### config.mk
export PLATFORM = sky130hd
export DESIGN_NAME = dp8_dot_acc
export DESIGN_NICKNAME = d
export VERILOG_FILES = /design/src/rtl/dp8_pkg.sv /design/src/rtl/dp8_mul_stage.sv /design/src/rtl/dp8_acc_stage.sv /design/src/rtl/dp8_dot_acc.sv
export SDC_FILE = /design/constraint.sdc
export NUM_CORES = 2
export LEC_CHECK = 0
export BUFFER_PORTS_ARGS = -buffer_cell sky130_fd_sc_hd__buf_2
export CAP_MARGIN = 20
export CORE_UTILIZATION = 64
export DETAILED_ROUTE_END_ITERATION = 10
export GPL_ROUTABILITY_DRIVEN = 0
export PLACE_DENSITY = 0.86
export SKIP_LAST_GASP = 1
export SYNTH_ARGS = -nofsm -noshare
export SYNTH_HDL_FRONTEND = slang
export SYNTH_SLANG_ARGS = --single-unit
### constraint.sdc
create_clock -name clk -period 22.8 [get_ports clk]
set_input_delay 2.28 -clock clk [delete_from_list [all_inputs] [get_ports clk]]
set_output_delay 2.28 -clock clk [all_outputs]
set_load 0.02 [all_outputs]
### src/rtl/dp8_pkg.sv
package dp8_pkg;

  typedef enum logic [1:0] {
    MODE_SS = 2'b00,
    MODE_UU = 2'b01,
    MODE_US = 2'b10,
    MODE_SU = 2'b11
  } dp_mode_e;

  // First operand bytes are signed in the s*s and s*u forms
  function automatic logic first_signed(input logic [1:0] m);
    return (m == MODE_SS) || (m == MODE_SU);
  endfunction

  // Second operand bytes are signed in the s*s and u*s forms
  function automatic logic second_signed(input logic [1:0] m);
    return (m == MODE_SS) || (m == MODE_US);
  endfunction

endpackage

### src/rtl/dp8_mul_stage.sv
module dp8_mul_stage #(
  parameter int unsigned EW    = 8,
  parameter int unsigned ELEMS = 4,
  parameter int unsigned LANES = 4,
  parameter int unsigned AW    = 32
) (
  input  logic                          clk,
  input  logic                          rst_n,
  input  logic                          en,
  input  logic                          in_valid,
  input  logic [LANES*AW-1:0]           a,
  input  logic [LANES*AW-1:0]           b,
  input  logic [LANES*AW-1:0]           acc,
  input  logic [1:0]                    mode,
  output logic                          out_valid,
  output logic [LANES*ELEMS*(2*EW+1)-1:0] prods,
  output logic [LANES*AW-1:0]           acc_q
);
  import dp8_pkg::*;

  localparam int unsigned PW = 2 * EW + 1;
  localparam int unsigned NP = LANES * ELEMS;
  localparam int unsigned VW = LANES * AW;

  logic                sa, sb;
  logic [NP*PW-1:0]    prod_d;

  assign sa = first_signed(mode);
  assign sb = second_signed(mode);

  for (genvar g = 0; g < NP; g++) begin : g_prod
    logic        [EW-1:0]  ra, rb;
    logic signed [EW:0]    xa, xb;
    logic signed [2*EW+1:0] full;
    assign ra   = a[g*EW +: EW];
    assign rb   = b[g*EW +: EW];
    assign xa   = {sa & ra[EW-1], ra};
    assign xb   = {sb & rb[EW-1], rb};
    assign full = xa * xb;
    assign prod_d[g*PW +: PW] = full[PW-1:0];
  end

  always_ff @(posedge clk) begin
    if (!rst_n) begin
      out_valid <= 1'b0;
    end else if (en) begin
      out_valid <= in_valid;
    end
  end

  always_ff @(posedge clk) begin
    if (en) begin
      prods <= prod_d;
      acc_q <= acc;
    end
  end

  logic unused_vw;
  assign unused_vw = ^VW;

endmodule

### src/rtl/dp8_acc_stage.sv
module dp8_acc_stage #(
  parameter int unsigned EW    = 8,
  parameter int unsigned ELEMS = 4,
  parameter int unsigned LANES = 4,
  parameter int unsigned AW    = 32
) (
  input  logic                            clk,
  input  logic                            rst_n,
  input  logic                            en,
  input  logic                            in_valid,
  input  logic [LANES*ELEMS*(2*EW+1)-1:0] prods,
  input  logic [LANES*AW-1:0]             acc,
  output logic                            out_valid,
  output logic [LANES*AW-1:0]             res
);
  localparam int unsigned PW = 2 * EW + 1;

  logic [LANES*AW-1:0] sum_d;

  for (genvar j = 0; j < LANES; j++) begin : g_lane
    logic [AW-1:0] tot;
    always_comb begin
      tot = acc[j*AW +: AW];
      for (int k = 0; k < ELEMS; k++) begin
        tot = tot + AW'($signed(prods[(j*ELEMS+k)*PW +: PW]));
      end
    end
    assign sum_d[j*AW +: AW] = tot;
  end

  always_ff @(posedge clk) begin
    if (!rst_n) begin
      out_valid <= 1'b0;
    end else if (en) begin
      out_valid <= in_valid;
    end
  end

  always_ff @(posedge clk) begin
    if (en) res <= sum_d;
  end

endmodule

### src/rtl/dp8_dot_acc.sv
module dp8_dot_acc #(
  parameter int unsigned EW    = 8,
  parameter int unsigned ELEMS = 4,
  parameter int unsigned LANES = 4,
  parameter int unsigned AW    = 32
) (
  input  logic                  clk,
  input  logic                  rst_n,
  input  logic                  op_valid,
  output logic                  op_ready,
  input  logic [LANES*AW-1:0]   op_a,
  input  logic [LANES*AW-1:0]   op_b,
  input  logic [LANES*AW-1:0]   op_acc,
  input  logic [1:0]            op_mode,
  output logic                  res_valid,
  input  logic                  res_ready,
  output logic [LANES*AW-1:0]   res_data
);
  localparam int unsigned PW = 2 * EW + 1;
  localparam int unsigned NP = LANES * ELEMS;
  localparam int unsigned VW = LANES * AW;

  logic          advance;
  logic          s1_valid;
  logic [NP*PW-1:0] s1_prods;
  logic [VW-1:0] s1_acc;

  // Whole pipe moves together; it freezes only while a result is refused
  assign advance  = !res_valid || res_ready;
  assign op_ready = advance;

  dp8_mul_stage #(.EW(EW), .ELEMS(ELEMS), .LANES(LANES), .AW(AW)) u_mul (
    .clk      (clk),
    .rst_n    (rst_n),
    .en       (advance),
    .in_valid (op_valid),
    .a        (op_a),
    .b        (op_b),
    .acc      (op_acc),
    .mode     (op_mode),
    .out_valid(s1_valid),
    .prods    (s1_prods),
    .acc_q    (s1_acc)
  );

  dp8_acc_stage #(.EW(EW), .ELEMS(ELEMS), .LANES(LANES), .AW(AW)) u_acc (
    .clk      (clk),
    .rst_n    (rst_n),
    .en       (advance),
    .in_valid (s1_valid),
    .prods    (s1_prods),
    .acc      (s1_acc),
    .out_valid(res_valid),
    .res      (res_data)
  );

endmodule

==> reports/summary.log <==
INFO  sta            finalMaxSlewViolations=0
INFO  routing        vias=53500
INFO  clock_tree     cts_hold_buffers=0
INFO  worst_setup_path crit_top_cell=sky130_fd_sc_hd__fa_1
INFO  logic_synthesis synth_largest_type_area_fraction=0.374
INFO  clock_tree     ctsResizeCount=0
INFO  worst_setup_path timing.critical_path.to_type=flop
INFO  logic_synthesis synth_seq_cells=530
INFO  worst_setup_path critical_path.startpoint_type=input port
INFO  die            floorplan.core_area=119000µm²
INFO  sta            grt_setup_unrepaired=no
INFO  logic_synthesis syn-cell-area=77000µm²
INFO  global_routing grt_max_degree=127
INFO  cells_and_area area_growth_syn_to_layout=8.43%
INFO  logic_synthesis postSynthNetCount=9986
INFO  logic_synthesis most_frequently_used_flop_master_after_synthesis=sky130_fd_sc_hd__edfxtp_1
INFO  worst_setup_path cp.required=23.19ns
INFO  logic_synthesis number_of_enable_flip_flop_cells_after_synthesis=528
INFO  clock_tree     worst_setup_hold_path_clk_slew=0.06ns
INFO  worst_setup_path crit_type=input port to flop
INFO  routing        drt_first_iter_violations=4374
INFO  placed_design  buffer_ports.inserted=519
INFO  logic_synthesis count_of_unique_library_cells_instantiated_by_yosys=72
INFO  sta            finalClockSkew=0.0381ns
INFO  worst_setup_path top_fanout_value_on_the_critical_path=32
INFO  routing        drc_errors=0
INFO  worst_setup_path worst_setup_path_startpoint=op_mode[0]
INFO  hold_path      min-delay-start=u_mul.out_valid$_SDFFE_PN0P_
INFO  sta            tns=0ns
INFO  clock_tree     cts_setup_buffers=0
INFO  clock_tree     ctsLongestPathBuffers=3
INFO  cells_and_area layout-drive-gt1-share=0.0885
INFO  worst_setup_path crit_path_cell_trace=buf_2, buf_4, xnor2_2, buf_4, and2_1, nand2_1, fa_1, inv_1, fa_1, fa_1, fa_1, inv_1, fa_1, inv_1, ha_1, o21ai_0, a21boi_0, o21ai_0, a21boi_0, o21ai_0, a21boi_0, nor4_1, a311o_1
INFO  die            die_h=349µm
INFO  die            rows=126
INFO  cells_and_area final.fill_count=8086
INFO  logic_synthesis seq_area_frac_synth=0.206
INFO  worst_setup_path endpoint_arrival_time_on_the_critical_path=9.15ns
INFO  job            cap_viol_max_count=0
INFO  sta            hold_ws=0.484ns
INFO  sta            final.min_clock_period=8.77ns
INFO  logic_synthesis netlist.top_cell.by_area=sky130_fd_sc_hd__fa_1
INFO  logic_synthesis postSynth.asyncResetShare=0
INFO  routing        detail_route.vias_per_cell=5.57
INFO  placed_design  post-place-cells=9440
INFO  sta            tightestPinTransition=1.12ns
INFO  sta            final.period_utilization=0.384
INFO  die            die_w=349µm
INFO  global_routing grt_first_pass_wirelength=302mm
INFO  clock_tree     tritoncts_num_sinks=530
INFO  clock_tree     tritoncts=built
INFO  clock_tree     tritoncts.num_buffers=67
INFO  sta            slew_headroom=0.253
INFO  sta            fmax=114MHz
INFO  cells_and_area layoutNonFillerInstCount=9601
INFO  cells_and_area final_net_count=10400
INFO  logic_synthesis syn_area_per_cell=10.3µm²
INFO  hold_path      class_of_the_most_critical_hold_timing_path=flop to flop
INFO  clock_tree     clock_insertion_delay_worst_skew=0.67ns
INFO  die            floorplan.initialDensity=0.649
INFO  global_routing grt_antenna_before_repair=74
INFO  logic_synthesis synthCells=7468
INFO  global_routing global_route_usage_over_all_layers=0.318
INFO  routing        drt-wirelength-per-cell=19.5µm
INFO  cells_and_area fin_util=0.704
INFO  sta            hold_viol_final=0
INFO  sta            final-setup-viol-count=0
INFO  routing        first_pass_iters=6
INFO  global_routing grt_pass1_vias=58600
INFO  global_routing grt_overflow=0
INFO  logic_synthesis synth.top_cells.by_area=sky130_fd_sc_hd__fa_1 (37%), sky130_fd_sc_hd__edfxtp_1 (21%), sky130_fd_sc_hd__ha_1 (11%)
INFO  worst_setup_path crit_path_largest_cell_delay=0.59ns
INFO  worst_setup_path critPathSlowestCell=sky130_fd_sc_hd__buf_4
INFO  routing        drt-total-wl=187mm
INFO  clock_tree     cts_htree_levels=3
INFO  routing        route.antenna.remaining_nets=0
INFO  status         outcome=finished clean
INFO  die            floorplan.io_pins=520
INFO  placed_design  post-dp-hpwl=151mm
INFO  worst_setup_path worst_r2r_startpoint=u_mul.prods[86]$_DFFE_PP_
INFO  die            die_area=122000µm²
INFO  logic_synthesis ys_warn_count=0
INFO  clock_tree     cts_root_buf=sky130_fd_sc_hd__clkbuf_16
final timing paths:
kind | end | cells past startpoint | slack [ns]
setup / recovery | u_mul.prods[202]$_DFFE_PP_ | 23 | 14.03
hold / removal | u_acc.out_valid$_SDFFE_PN0P_ | 2 | 0.48
setup reg to reg | u_acc.res[63]$_DFFE_PP_ | 17 | 17.66
hold reg to reg | u_acc.out_valid$_SDFFE_PN0P_ | 2 | 0.48
cell families after synthesis:
kind of cell	after synthesis	share of synthesized area
flip-flops	530	0.206
XOR/XNOR	371	0.0422
buffers and inverters	1999	0.0974
AO/OA/AOI/OAI	559	0.0486
AND/OR/NAND/NOR	1877	0.119
multiplexers	4	0.000520
adder cells (fa/ha/maj)	2128	0.486
state kept, by name (all words and copies together) (netlist names):
register         cells
u_mul.prods        272
u_acc.res          128
u_mul.out_valid      1
u_acc.out_valid      1
u_mul.acc_q        128
metrics by stage:
| step | setup WS, ns | instance area, µm² |
|---|---|---|
| after floorplan | 5.48 | 77000 |
| after global placement | 13.96 | 81200 |
| after detailed placement | 13.56 | 81200 |
| after CTS | 14.14 | 83400 |
| after global routing | 13.70 | 83500 |
| final | 14.03 | 83500 |
cells in the mapped netlist, drive strengths merged (25+ instances only):
cell       n
ha       688
nor2b     57
and3      34
a21boi    50
edfxtp   528
nand2    706
nor3      44
o21ai    122
xnor2    305
nor2     295
inv     1827
fa      1440
nand2b    37
a21o      56
a211oi    25
o21a      35
and2     573
nand3     53
or2       31
xor2      66
a21oi    134
clkbuf   172
cell usage in the layout (no fill, tap or decap), types with 56 or more instances in the layout:
master                         n
sky130_fd_sc_hd__nand2_1     706
sky130_fd_sc_hd__buf_2       519
sky130_fd_sc_hd__edfxtp_1    528
sky130_fd_sc_hd__xnor2_1     304
sky130_fd_sc_hd__ha_1        688
sky130_fd_sc_hd__xor2_1       66
sky130_fd_sc_hd__o21ai_0     118
sky130_fd_sc_hd__fa_1       1440
sky130_fd_sc_hd__and2_1      573
sky130_fd_sc_hd__nor2_1      295
sky130_fd_sc_hd__a21oi_1     131
sky130_fd_sc_hd__a21o_1       56
sky130_fd_sc_hd__nor2b_1      57
sky130_fd_sc_hd__inv_1      1827
sky130_fd_sc_hd__clkbuf_16    70
routing by layer:
layer | track usage | up-vias | part of all wire
li1 | - | 23700 | -
met1 | 0.381 | 26700 | 0.36
met5 | 0 | - | 0.0014
met4 | 0.168 | 48 | 0.058
met3 | 0.0693 | 623 | 0.086
met2 | 0.538 | 2380 | 0.49
cell type report:
cell class,count,area [µm²],area share
flip-flops and latches,530,15900,0.190
diodes,37,92.6,0.00111
well taps,1600,2000,0.0240
clock buffers,75,1770,0.0212
clock inverters,48,437,0.00523
repair buffers,545,2830,0.0338
inverters,1827,6860,0.0821
multi-input cells,4939,53600,0.642
critical path: cells and delay by family:
kind                     cells  cell delay, ns
buffers and inverters        6            1.06
AND/OR/NAND/NOR              3            0.66
AO/OA/AOI/OAI                7            1.73
XOR/XNOR                     1            0.48
adder cells (fa/ha/maj)      6            2.80
Power is left out: the tool's default activity adds up to more than one toggle a clock period on the data nets, which glitch-free logic cannot reach.
